## config.mk

```make
export PLATFORM = sky130hd
export DESIGN_NAME = rnd_grs_top
export DESIGN_NICKNAME = d
export VERILOG_FILES = /design/src/rtl/rnd_grs_pkg.sv /design/src/rtl/rnd_grs_ctrl.sv /design/src/rtl/rnd_grs_dp.sv /design/src/rtl/rnd_grs_top.sv
export SDC_FILE = /design/constraint.sdc
export NUM_CORES = 1
export LEC_CHECK = 0
export BUFFER_PORTS_ARGS = -buffer_cell sky130_fd_sc_hd__buf_4
export CORE_MARGIN = 4
export CORE_UTILIZATION = 40
export DETAILED_ROUTE_END_ITERATION = 8
export PLACE_DENSITY = 0.85
export RECOVER_POWER = 50
export SLEW_MARGIN = 10
export SYNTH_ARGS = -nofsm -noshare
export SYNTH_HDL_FRONTEND = slang
export SYNTH_SLANG_ARGS = --single-unit
```

## constraint.sdc

```tcl
create_clock -name vclk -period 3.6
set_input_delay 0.72 -clock vclk [all_inputs]
set_output_delay 0.72 -clock vclk [all_outputs]
set_load 0.02 [all_outputs]
```

## src/rtl/rnd_grs_pkg.sv

```systemverilog
package rnd_grs_pkg;

  typedef enum logic [1:0] {
    RND_NEAREST = 2'b00,
    RND_ZERO    = 2'b01,
    RND_POSINF  = 2'b10,
    RND_NEGINF  = 2'b11
  } rndMode_t;

  // Strobes from the decision logic to the datapath
  typedef struct packed {
    logic bumpLsb;
    logic lostBits;
  } rndStrobe_t;

endpackage

```

## src/rtl/rnd_grs_ctrl.sv

```systemverilog
module rnd_grs_ctrl
  import rnd_grs_pkg::*;
(
  input  logic       guardBit,
  input  logic       roundBit,
  input  logic       stickyIn,
  input  logic       lsbBit,
  input  logic       signIn,
  input  logic [1:0] modeIn,
  output rndStrobe_t strobe,
  output logic       ovfToInf
);

  rndMode_t mode;
  logic     anyLost;
  logic     nearBump;

  assign mode     = rndMode_t'(modeIn);
  assign anyLost  = guardBit | roundBit | stickyIn;
  // ties (guard only) go up only when the kept LSB is odd
  assign nearBump = guardBit & (roundBit | stickyIn | lsbBit);

  always_comb begin
    strobe.lostBits = anyLost;
    strobe.bumpLsb  = 1'b0;
    ovfToInf        = 1'b1;
    unique case (mode)
      RND_NEAREST: begin
        strobe.bumpLsb = nearBump;
        ovfToInf       = 1'b1;
      end
      RND_ZERO: begin
        strobe.bumpLsb = 1'b0;
        ovfToInf       = 1'b0;
      end
      RND_POSINF: begin
        strobe.bumpLsb = anyLost & ~signIn;
        ovfToInf       = ~signIn;
      end
      RND_NEGINF: begin
        strobe.bumpLsb = anyLost & signIn;
        ovfToInf       = signIn;
      end
      default: begin
        strobe.bumpLsb = 1'b0;
        ovfToInf       = 1'b1;
      end
    endcase
  end

endmodule

```

## src/rtl/rnd_grs_dp.sv

```systemverilog
module rnd_grs_dp
  import rnd_grs_pkg::*;
#(
  parameter int MANT_W = 28
) (
  input  logic [MANT_W-1:0] mantIn,
  input  rndStrobe_t        strobe,
  output logic [MANT_W-2:0] mantOut
);

  localparam int OUT_W  = MANT_W - 1;
  localparam int KEEP_W = MANT_W - 2;

  logic [OUT_W-1:0] shifted;
  logic [OUT_W-1:0] bump;

  assign shifted = {1'b0, mantIn[MANT_W-1:2]};
  assign bump    = {{(OUT_W-1){1'b0}}, strobe.bumpLsb};
  assign mantOut = shifted + bump;

  // keep the unused strobe visible to lint without a pragma
  logic unusedLost;
  assign unusedLost = strobe.lostBits & (KEEP_W > 0);

endmodule

```

## src/rtl/rnd_grs_top.sv

```systemverilog
module rnd_grs_top
  import rnd_grs_pkg::*;
#(
  parameter int MANT_W = 28
) (
  input  logic [MANT_W-1:0] mantIn,
  input  logic              stickyIn,
  input  logic              signIn,
  input  logic [1:0]        modeIn,
  output logic [MANT_W-2:0] mantOut,
  output logic              inexact,
  output logic              roundedUp,
  output logic              ovfToInf
);

  rndStrobe_t strobe;

  rnd_grs_ctrl u_ctrl (
    .guardBit (mantIn[1]),
    .roundBit (mantIn[0]),
    .stickyIn (stickyIn),
    .lsbBit   (mantIn[2]),
    .signIn   (signIn),
    .modeIn   (modeIn),
    .strobe   (strobe),
    .ovfToInf (ovfToInf)
  );

  rnd_grs_dp #(.MANT_W(MANT_W)) u_dp (
    .mantIn  (mantIn),
    .strobe  (strobe),
    .mantOut (mantOut)
  );

  assign inexact   = strobe.lostBits;
  assign roundedUp = strobe.bumpLsb;

endmodule

```

# ---- Word level (Yosys, flattened, before mapping)
# Index checks and enable logic that the tools add are counted.
dict set report word_totals {
  in_bits 32
  reg_bits 0
  word_cells 15
  out_inout_bits 30
}
dict set report classes {
  n_reduce_logical 1
  addsub 1
  bitwise_logic 8
  n_eq_ne 3
  n_mux 2
}
# operator n
set ops {}
lappend ops {{adder 26 x 1 -> 27 bit} 1}
lappend ops {{one-hot mux 1 bit (4 select lines)} 2}
lappend ops {{equality test 2 bit, second input constant} 2}
lappend ops {{bitwise OR 1 bit} 4}
lappend ops {{bitwise AND 1 bit} 3}
lappend ops {{equality test 2 x 1 -> 1 bit, second input constant} 1}
lappend ops {{zero test 2 bit} 1}
lappend ops {{inverter 1 bit} 1}

# ---- Depth between registers and ports, before layout
dict set report depth {
  depth_word 5
  ltp_mapped 11
  ltp_nobuf 10
}

# ---- Cells and area by module
# A second synthesis with hierarchy kept.
dict set report unflattened {
  hier_cells 77
  hier_area_um2 556.8
}
# module area_each_um2 instances seq_area_each_um2 cells_each
set by_module_without_submodules {}
lappend by_module_without_submodules {rnd_grs_dp 494.2 1 0.0 70}
lappend by_module_without_submodules {rnd_grs_ctrl 62.6 1 0.0 7}

# ---- Worst setup path before layout
# Ideal clock, no wire load.
dict set report synth_timing {
  kind {input-to-output}
  startpoint {in signIn}
  endpoint {out mantOut[26]}
  path_stages 9
  t_arrival_ps 3409
  required_time_ps 2880
  setup_slack_ps -529
  n_path_buf 1
  path_cell_list {nand2_1 -> mux2i_1 -> nor3_1 -> ha_1 -> ha_1 -> clkbuf_1 -> nand4_1 -> or4_2 -> nor3_1}
}
dict set report synth_via {
  elab_chain_cells 4
  word_cells_on_any_way 5
  cone_classes {add/sub (1); mux (1); bitwise (3)}
}
# element line_no
set synth_rtl {}
lappend synth_rtl {{from (decl)} rnd_grs_top.sv:8} ;# input logic signIn,
lappend synth_rtl {{inverter 1 bit} rnd_grs_ctrl.sv:37} ;# strobe.bumpLsb = anyLost & ~signIn;
lappend synth_rtl {{bitwise AND 1 bit} rnd_grs_ctrl.sv:37}
lappend synth_rtl {{one-hot mux 1 bit (4 select lines) (*)} rnd_grs_ctrl.sv:27} ;# unique case (mode)
lappend synth_rtl {{net roundedUp} rnd_grs_top.sv:12} ;# output logic roundedUp,
lappend synth_rtl {{adder 26 x 1 -> 27 bit (*)} rnd_grs_dp.sv:19} ;# assign mantOut = shifted + bump;
lappend synth_rtl {{to (decl)} rnd_grs_top.sv:10} ;# output logic [MANT_W-2:0] mantOut,
# The timed path passes the listed nets; every way through them passes the cells marked *.

# ---- Final worst setup path
dict set report layout_timing {
  startpoint {in modeIn[0]}
  endpoint {out mantOut[26]}
}
dict set report layout_via {
  elab_chain_cells 3
  word_cells_on_any_way 6
  cone_classes {add/sub (1); eq/ne (3); mux (1); reduce/logical (1)}
}
# element line_no
set layout_rtl {}
lappend layout_rtl {{from (decl)} rnd_grs_top.sv:9} ;# input logic [1:0] modeIn,
lappend layout_rtl {{equality test 2 bit (tied with other cells)} rnd_grs_ctrl.sv:27}
lappend layout_rtl {{one-hot mux 1 bit (4 select lines) (*)} rnd_grs_ctrl.sv:27}
lappend layout_rtl {{adder 26 x 1 -> 27 bit (*)} rnd_grs_dp.sv:19}
# Mark *: on every way between the ends. The rest lies on a longest branch, timed or not.

==> run metrics <==
global-route wire length before repair=around 4.0 mm; wirelength, routed=around 2.4 mm; syn_area_per_cell=~7.4 µm²; outcome=completed; WP data required=about 2.9 ns; Detailed Place HPWL=between 2 and 2.5 mm; Net Count, Synth=127; Multi-input gate area=roughly 650 µm²; post-layout power=roughly 0.00013 W; share of layout cells above drive strength 1=a little over two fifths; sequential share of the synthesized area=0%; Via density=5.600; register cell area after layout=0 µm²; Pwr per Cell Area=about 120 nW/µm²; Hold Path Cell Cnt=3; WP buf/inv=2; CP Max Fanout=4; wire per inst=around 14 µm; relative slew slack=between 70% and 80%; Final Hold Viols=0; Post-Syn Area=a little under 700 µm²; drt pass-1 iters=4; Area growth syn-to-layout=66.54%; Synthesis Warnings=0; Hold WC Path Type=input pin to output pin; Netlist cell types=24; Placed Area=about 1200 µm²; final-layout clock buffer total=0; vias in the first global route=around 960; Hold Path End=mantOut[19]; Slew @ Worst Pin=0.4390 ns; final worst path period need=around 3.5 ns; I/O pin count=between 60 and 70; count of pins over their slew limit=0; Initial Util=between 40% and 50%; biggest cell delay along the critical path=0.60 ns; Critical Path, Cell by Cell=buf_4, nor2_1, nor2_1, nor3_4, ha_2, ha_1, nand4_1, or4_2, nor3_2, buf_4; CTS Hold Bufs=0; ANT cells=0; unrepaired setup endpoints after global routing=no; synth cell count leaders=nand3_1, xor2_1, xnor2_1; GPL Wtd Cong=just over 0.9; seq_cells=0; Setup TNS=0 ns; Pleak=0.4743 nW; Die Y=slightly below 50 µm; Rows=14; Core Region=~1600 µm²; hold path start=mantIn[21]; count leader, synth=nand3_1; startpoint types=input pin; Synth area leaders=xor2_1, xnor2_1, nand3_1, nand4_1, nor4_4; critical path class=input pin to output pin; IO Port Bufs=62; fin area=1127 µm²; FMAX=roughly 290 MHz; CP Capture Type=output pin; Final ANT Viol Nets=0; Filler cells=between 150 and 200; largest net degree at the start of global routing=11; Nets=about 190; grt total ovfl=0; Die X=49.14 µm; die area=2414 µm²; worst vdd ir=around 0.082 mV; DR iter-0 viols=30; Crit path max-delay family=simple AND/OR/NAND/NOR gates; leading area contributor after synthesis=xor2_1; total number of vias=952; Synth top area share=between 10% and 20%; DRC viols=0; initial antenna violation count=0; cell type of the slowest stage on the worst timing path=or4_2; # setup viols final=0; Final Cycle Share=a little over nine tenths; Max Cap Viol=0; Critical Path AT=2.77 ns; Post-Syn Instances=slightly above 90; Total GRT Usage=approximately a fifth
## cell type report
| class | count | share of cell area, % |
|---|---|---|
| Inverter | 3 | 0.9989 |
| Tap cell | 16 | 1.776 |
| Multi-Input combinational cell | 87 | 57.94 |
| Timing Repair Buffer | 64 | 39.29 |
## how the worst max path moves through the flow
stage	from	cells after the start	end	slack, ns
final	modeIn[0]	10	mantOut[26]	0.11
after detailed placement	modeIn[0]	10	mantOut[26]	0.12
after CTS	modeIn[0]	10	mantOut[26]	0.11
after global placement	modeIn[0]	10	mantOut[26]	0.22
after floorplan	mantIn[0]	11	mantOut[24]	0.009
after global routing	mantIn[2]	11	mantOut[26]	0.003
## placed cells by master, fill, tap and decap left out, types with 2 or more instances in the layout
cell / n
buf_4: 54
clkbuf_1: 10
ha_1: 2
inv_1: 3
nand2_1: 6
nand3_1: 15
nand4_1: 9
nor2_1: 6
nor3_1: 4
nor3_2: 2
nor4_1: 4
nor4_2: 2
xnor2_1: 12
xor2_1: 13
## logic make-up after synthesis
logic type | after synthesis | synth area share [%]
mux | 1 | 1.479
buf+inv | 5 | 4.250
compound gates | 1 | 1.109
xor+xnor | 25 | 32.35
simple gates | 57 | 55.27
fa+ha+maj | 3 | 5.546
## what timing repair did
| action | CTS | global route |
|---|---|---|
| buffers inserted | 0 | 0 |
| resized for setup | 0 | 2 |
| hold endpoints to repair | 0 | 0 |
| endpoints found under the setup margin | 0 | 4 |
## layer usage
metal / part of all wire [%] / wire, µm / track usage, %
met2: 52 / 1236 / 37.50
met1: 38 / 896 / 22.18
met4: 1.8 / 42 / 3.791
met3: 8.2 / 194 / 2.752
met5: 0 / 0 / 0
## report_power, final
part	switching, W	leakage (nW)	internal (W)
Sequential	0	0	0
Combinational	0.0000748	0.474	0.0000586
Clock	0	0	0
## metrics by stage
stage	worst slack [ns]	cells	utilization, %	hold WS [ns]
after floorplan	0.008768	92	-	1.564
after CTS	0.1092	170	75.84	1.736
after detailed placement	0.1155	170	75.84	1.731
final	0.1073	170	72.31	1.735
after global routing	0.003468	170	72.31	1.745
after global placement	0.2181	170	75.84	1.731
(Power assumes the default switching activity.)
